$ cat src/rtl/secded_pkg.sv
package secded_pkg;

  // Smallest check width r with 2^r >= data + r + 1.
  function automatic int chk_width(input int dw);
    int r;
    r = 1;
    while ((1 << r) < dw + r + 1) r++;
    return r;
  endfunction

  // Hamming position (1-based, powers of two skipped) of data bit idx.
  function automatic int data_pos(input int idx);
    int n;
    n = 0;
    for (int p = 3; p < 2048; p++) begin
      if ((p & (p - 1)) != 0) begin
        if (n == idx) return p;
        n++;
      end
    end
    return 0;
  endfunction

  // Data bits covered by check bit k.
  function automatic logic [1023:0] cover_mask(input int dw, input int k);
    logic [1023:0] m;
    m = '0;
    for (int i = 0; i < dw; i++)
      if (((data_pos(i) >> k) & 1) == 1) m[i] = 1'b1;
    return m;
  endfunction

  typedef enum logic [1:0] {
    FL_CLEAR  = 2'd0,
    FL_HELD   = 2'd1,
    FL_OFF    = 2'd2,
    FL_PRIMED = 2'd3
  } flag_state_e;

endpackage

$ cat src/rtl/secded_enc.sv
module secded_enc
  import secded_pkg::*;
#(
  parameter int DATA_W = 32,
  localparam int CHK_W = chk_width(DATA_W)
) (
  input  logic [DATA_W-1:0] data,
  output logic [CHK_W-1:0]  chk
);

  for (genvar k = 0; k < CHK_W; k++) begin : g_chk
    localparam logic [DATA_W-1:0] MASK = DATA_W'(cover_mask(DATA_W, k));
    assign chk[k] = ^(data & MASK);
  end

endmodule

$ cat src/rtl/secded_dec.sv
module secded_dec
  import secded_pkg::*;
#(
  parameter int DATA_W = 32,
  localparam int CHK_W  = chk_width(DATA_W),
  localparam int CODE_W = DATA_W + CHK_W + 1
) (
  input  logic [CODE_W-1:0] code,
  output logic [DATA_W-1:0] data_out,
  output logic              err_single,
  output logic              err_double
);

  localparam int MAX_POS = DATA_W + CHK_W;

  logic [DATA_W-1:0] raw;
  logic [CHK_W-1:0]  chk_stored;
  logic [CHK_W-1:0]  chk_again;
  logic [CHK_W-1:0]  syn;
  logic              par_bad;
  logic              in_range;

  assign raw        = code[DATA_W-1:0];
  assign chk_stored = code[DATA_W +: CHK_W];

  secded_enc #(.DATA_W(DATA_W)) u_recalc (
    .data (raw),
    .chk  (chk_again)
  );

  assign syn      = chk_stored ^ chk_again;
  assign par_bad  = ^code;
  assign in_range = (int'(syn) <= MAX_POS);

  assign err_single = par_bad && in_range;
  assign err_double = (!par_bad && (syn != '0)) || (par_bad && !in_range);

  for (genvar i = 0; i < DATA_W; i++) begin : g_fix
    localparam logic [CHK_W-1:0] POS = CHK_W'(data_pos(i));
    assign data_out[i] = raw[i] ^ (par_bad && (syn == POS));
  end

endmodule

$ cat src/rtl/secded_flag_ctrl.sv
module secded_flag_ctrl
  import secded_pkg::*;
#(
  parameter int ADDR_W = 19
) (
  input  logic              clk,
  input  logic              rst_n,
  input  logic              cs,
  input  logic              we,
  input  logic              oe,
  input  logic [ADDR_W-1:0] addr,
  input  logic              rd_fire,
  input  logic              rd_report,
  output logic              flag
);

  flag_state_e       st_q, st_d;
  logic [ADDR_W-1:0] bad_addr_q;
  logic              capture;

  assign capture = rd_fire && rd_report;

  always_comb begin
    st_d = st_q;
    unique case (st_q)
      FL_CLEAR:  if (capture) st_d = FL_HELD;
      FL_HELD:   if (!cs) st_d = FL_OFF;
      FL_OFF: begin
        if (cs) begin
          if (!we && !oe && (addr != bad_addr_q)) st_d = FL_PRIMED;
          else                                    st_d = FL_HELD;
        end
      end
      FL_PRIMED: begin
        if (!cs)         st_d = FL_OFF;
        else if (we)     st_d = FL_HELD;
        else if (rd_fire) st_d = rd_report ? FL_HELD : FL_CLEAR;
      end
      default: st_d = FL_CLEAR;
    endcase
  end

  always_ff @(posedge clk or negedge rst_n) begin
    if (!rst_n) begin
      st_q       <= FL_CLEAR;
      bad_addr_q <= '0;
    end else begin
      st_q <= st_d;
      if (capture) bad_addr_q <= addr;
    end
  end

  assign flag = (st_q != FL_CLEAR);

endmodule

$ cat src/rtl/secded_word_guard.sv
module secded_word_guard
  import secded_pkg::*;
#(
  parameter int DATA_W = 32,
  parameter int ADDR_W = 19,
  localparam int CHK_W  = chk_width(DATA_W),
  localparam int CODE_W = DATA_W + CHK_W + 1
) (
  input  logic              clk,
  input  logic              rst_n,
  input  logic              cs,
  input  logic              we,
  input  logic              oe,
  input  logic [ADDR_W-1:0] addr,
  input  logic [DATA_W-1:0] wdata,
  input  logic              cfg_single_flag,
  input  logic              cfg_bypass,
  output logic              rd_valid,
  output logic [DATA_W-1:0] rdata,
  output logic              err_flag,
  output logic              error_event,
  output logic              error_type,
  output logic [ADDR_W-1:0] mem_addr,
  output logic              mem_wr,
  output logic [CODE_W-1:0] mem_wcode,
  input  logic [CODE_W-1:0] mem_rcode
);

  logic [CHK_W-1:0]  wchk;
  logic [DATA_W-1:0] fixed;
  logic              e_single, e_double;
  logic              rd_fire, rd_any, rd_report;

  // write path
  secded_enc #(.DATA_W(DATA_W)) u_enc (
    .data (wdata),
    .chk  (wchk)
  );

  assign mem_addr  = addr;
  assign mem_wr    = cs && we;
  assign mem_wcode = cfg_bypass ? {{(CHK_W + 1){1'b0}}, wdata}
                                : {^{wdata, wchk}, wchk, wdata};

  // read path
  secded_dec #(.DATA_W(DATA_W)) u_dec (
    .code       (mem_rcode),
    .data_out   (fixed),
    .err_single (e_single),
    .err_double (e_double)
  );

  assign rd_fire   = cs && oe && !we;
  assign rd_any    = !cfg_bypass && (e_single || e_double);
  assign rd_report = !cfg_bypass && (cfg_single_flag ? (e_single || e_double) : e_double);

  always_ff @(posedge clk or negedge rst_n) begin
    if (!rst_n) begin
      rd_valid    <= 1'b0;
      rdata       <= '0;
      error_event <= 1'b0;
      error_type  <= 1'b0;
    end else begin
      rd_valid    <= rd_fire;
      error_event <= rd_fire && rd_any;
      if (rd_fire) begin
        rdata      <= cfg_bypass ? mem_rcode[DATA_W-1:0] : fixed;
        error_type <= !cfg_bypass && e_double;
      end
    end
  end

  secded_flag_ctrl #(.ADDR_W(ADDR_W)) u_flag (
    .clk       (clk),
    .rst_n     (rst_n),
    .cs        (cs),
    .we        (we),
    .oe        (oe),
    .addr      (addr),
    .rd_fire   (rd_fire),
    .rd_report (rd_report),
    .flag      (err_flag)
  );

endmodule

$ cat config.mk
export PLATFORM = sky130hd
export DESIGN_NAME = secded_word_guard
export DESIGN_NICKNAME = d
export VERILOG_FILES = /design/src/rtl/secded_pkg.sv /design/src/rtl/secded_enc.sv /design/src/rtl/secded_dec.sv /design/src/rtl/secded_flag_ctrl.sv /design/src/rtl/secded_word_guard.sv
export SDC_FILE = /design/constraint.sdc
export NUM_CORES = 1
export LEC_CHECK = 0
export ABC_CLOCK_PERIOD_IN_PS = 6600
export BUFFER_PORTS_ARGS = -buffer_cell sky130_fd_sc_hd__buf_2
export CORE_MARGIN = 1
export CORE_UTILIZATION = 25
export DETAILED_ROUTE_END_ITERATION = 10
export PLACE_DENSITY = 0.44
export SLEW_MARGIN = 20
export SYNTH_ARGS = -nofsm -noshare
export SYNTH_HDL_FRONTEND = slang
export SYNTH_SLANG_ARGS = --single-unit
$ cat constraint.sdc
create_clock -name clk -period 6.6 [get_ports clk]
set_clock_uncertainty 0.2 [all_clocks]
set_input_delay 1.32 -clock clk [delete_from_list [all_inputs] [get_ports clk]]
set_output_delay 1.32 -clock clk [all_outputs]
set_load 0.01 [all_outputs]
==> impl_metrics.ini <==
[grt]
track_usage_pct = 12.8
grt_pass1_wl_um = 19100
grt_max_degree = 68
overflow = 0
grt_pass1_vias = 3596
antenna_found_initial = 3

[route]
wl_um = 12300
routedWlPerCell_um = 14.8
drtIter0Drc = 113
drcViolationCount = 36
viasPerCell = 4.25
vias = 3527
firstDrtPassIters = 7
ant_nets = 0

[power]
powerDensity_mw_per_mm2 = 315
irDropWorstVdd_mv = 0.120
p_leak_nw = 2.64

[worst_hold_path]
hp-class = reg -> reg

[layout]
fin_util_pct = 31.1
area_growth_syn_to_layout_pct = 21.1
final_layout_size_suffix_gt1_share_pct = 38.2
nets = 695
final_cell_count_no_fill = 830
final_common_cell = buf_2
final_cell_mix = 191 x buf_2, 104 x xnor2_1, 56 x dfrtp_1

[synth]
postSynthNetCount = 560
synthArstFlopShare_pct = 100
synthFlopType = dfrtp_1
synth_edf_count = 0
synth.avg_cell_area_um2 = 10.0
synthDistinctLibCells = 36
synthTopCellsByArea = dfrtp_1 30%, xnor2_1 20%, xor2_1 9.0%, buf_4 8.2%, xnor3_1 7.7%
synth-seq-cells = 56
yosysTopAreaCellShare_pct = 30.1
yosysTopAreaCell = dfrtp_1
ys_seq_area_share_pct = 30.1
synth_area_mm2 = 0.00465
synthCells = 463
ys_warn_count = 0

[run_status]
violations = design-rule violations
status = finished with violations

[placement]
place_ws_ps = 1440
portBuffers = 191
dp.final_hpwl_um = 10300
routabilityCongestion = 0.772
dp_cells = 820

[setup_path]
endpoint_kind = flop
arrival_ps = 4810
r2r_slack_ps = 5000
path_cells = buf_2 -> xnor3_1 -> xnor3_2 -> xnor3_1 -> xor2_1 -> o311a_1 -> o21ai_0 -> o21ai_2 -> mux2_2
cp.required_ps = 6590
critical_path_class = in -> reg
slowest_delay_ps = 820
critPathMaxFanout = 20
path_common_cell = xnor3_1
cp_slowest_cell = o21ai_2
critPathLaunchType = primary input

[timing]
setup_viol = 0
tightestPinTransition_ps = 1010
relSlewSlack_pct = 32.8
fin_crit_ps = 4830
finalWorstSetupSlack_ps = 1770
whs_ps = 277
hold_violations = 0
rsz0062_at_grt = no
min_period_over_period_pct = 73.1
fin_setup_tns_ps = 0
final_max_slew_viol_count = 0
max_freq_mhz = 207

[cts]
cts_root_buffer = clkbuf_16
cts_hold_buf = 0
clkSinkCount = 56
tritoncts = yes
cts_setup_buffers = 0
cts-htree-levels = 2
insertion_delay_ps = 300
post_cts_resized = 0
clockBufferDepth = 2
numCtsBuffers = 5
path_clk_slew_ps = 80

[floorplan]
start_util_pct = 25.7
num_rows = 49
die_area_mm2 = 0.0192
fp.dieH_um = 138
io_pins = 192
core_area_mm2 = 0.0181
fp.dieW_um = 138

[flow_run]
max_cap_viol_count = 0
-- cell usage after synthesis (2+ instances only) --
library cell,number
nand2_1,47
and3_1,2
o21ai_0,31
mux2_2,19
xor3_1,5
inv_1,2
nand4_1,3
nor2_1,16
buf_4,51
o21ai_1,4
clkbuf_1,11
nand3_1,6
nor3b_1,2
nor3_2,3
xor2_1,48
xnor3_1,16
a21oi_1,2
nor4_1,3
nor3_1,9
xnor2_1,104
buf_2,3
nor2b_1,6
dfrtp_1,56
and4b_1,2
-- power breakdown --
group	switching, mW	internal (mW)
clock network	0.140	0.145
logic	0.520	0.469
registers	0.0593	0.443
total	0.719	1.06
-- state kept, by name (all words and copies together), names as in the netlist --
register and count:
error_event 1, error_type 1, rd_valid 1, rdata 32, u_flag.bad_addr_q 19, u_flag.st_q 2
-- critical path, delay by kind of cell --
family / cells / cell delay [ps]
AO/OA/AOI/OAI: 3 / 1220
buffers and inverters: 1 / 110
multiplexers: 1 / 420
XOR/XNOR: 4 / 1750
-- through the flow --
stage	cell area (um2)	power (mW)
5_1_grt	5630	1.90
3_5_place_dp	5470	1.51
4_1_cts	5630	1.81
3_3_place_gp	5470	1.50
6_report	5630	1.78
2_1_floorplan	4650	1.24
-- worst paths after layout --
| kind | end | from | depth (start not counted) |
|---|---|---|---|
| min reg2reg | rdata[27] | rdata[27] | 2 |
| max in group asynchronous | rdata[31] | rst_n | 2 |
| max reg2reg | u_flag.st_q[1] | u_flag.bad_addr_q[9] | 5 |
| min in group asynchronous | rdata[20] | rst_n | 2 |
| min | rdata[27] | rdata[27] | 2 |
| max | u_flag.bad_addr_q[8] | mem_rcode[19] | 9 |
-- routing by layer --
layer	routed length (um)	part of all wire (%)	global-route usage [%]
met2	5960	48	22.6
met3	891	7.2	3.08
met5	13	0.11	0
met1	5180	42	15.2
met4	260	2.1	4.38
-- layout make-up --
type	count	area, um2
Antenna cell	2	5.00
Fill cell	1892	12500
Clock inverter	3	27.5
Multi-Input combinational cell	340	2810
Inverter	2	7.51
Sequential cell	56	1400
Clock buffer	5	125
Timing Repair Buffer	193	971
Tap cell	229	287
-- cell families after synthesis --
group / after synthesis / synth area share, %
buffers and inverters: 67 / 9.60
DFF: 56 / 30.1
and+or+nand+nor: 107 / 11.7
muxes: 19 / 4.60
xor gates and xnor gates: 174 / 39.4
AOI/OAI and AO/OA: 40 / 4.57
(Power assumes the default switching activity.)
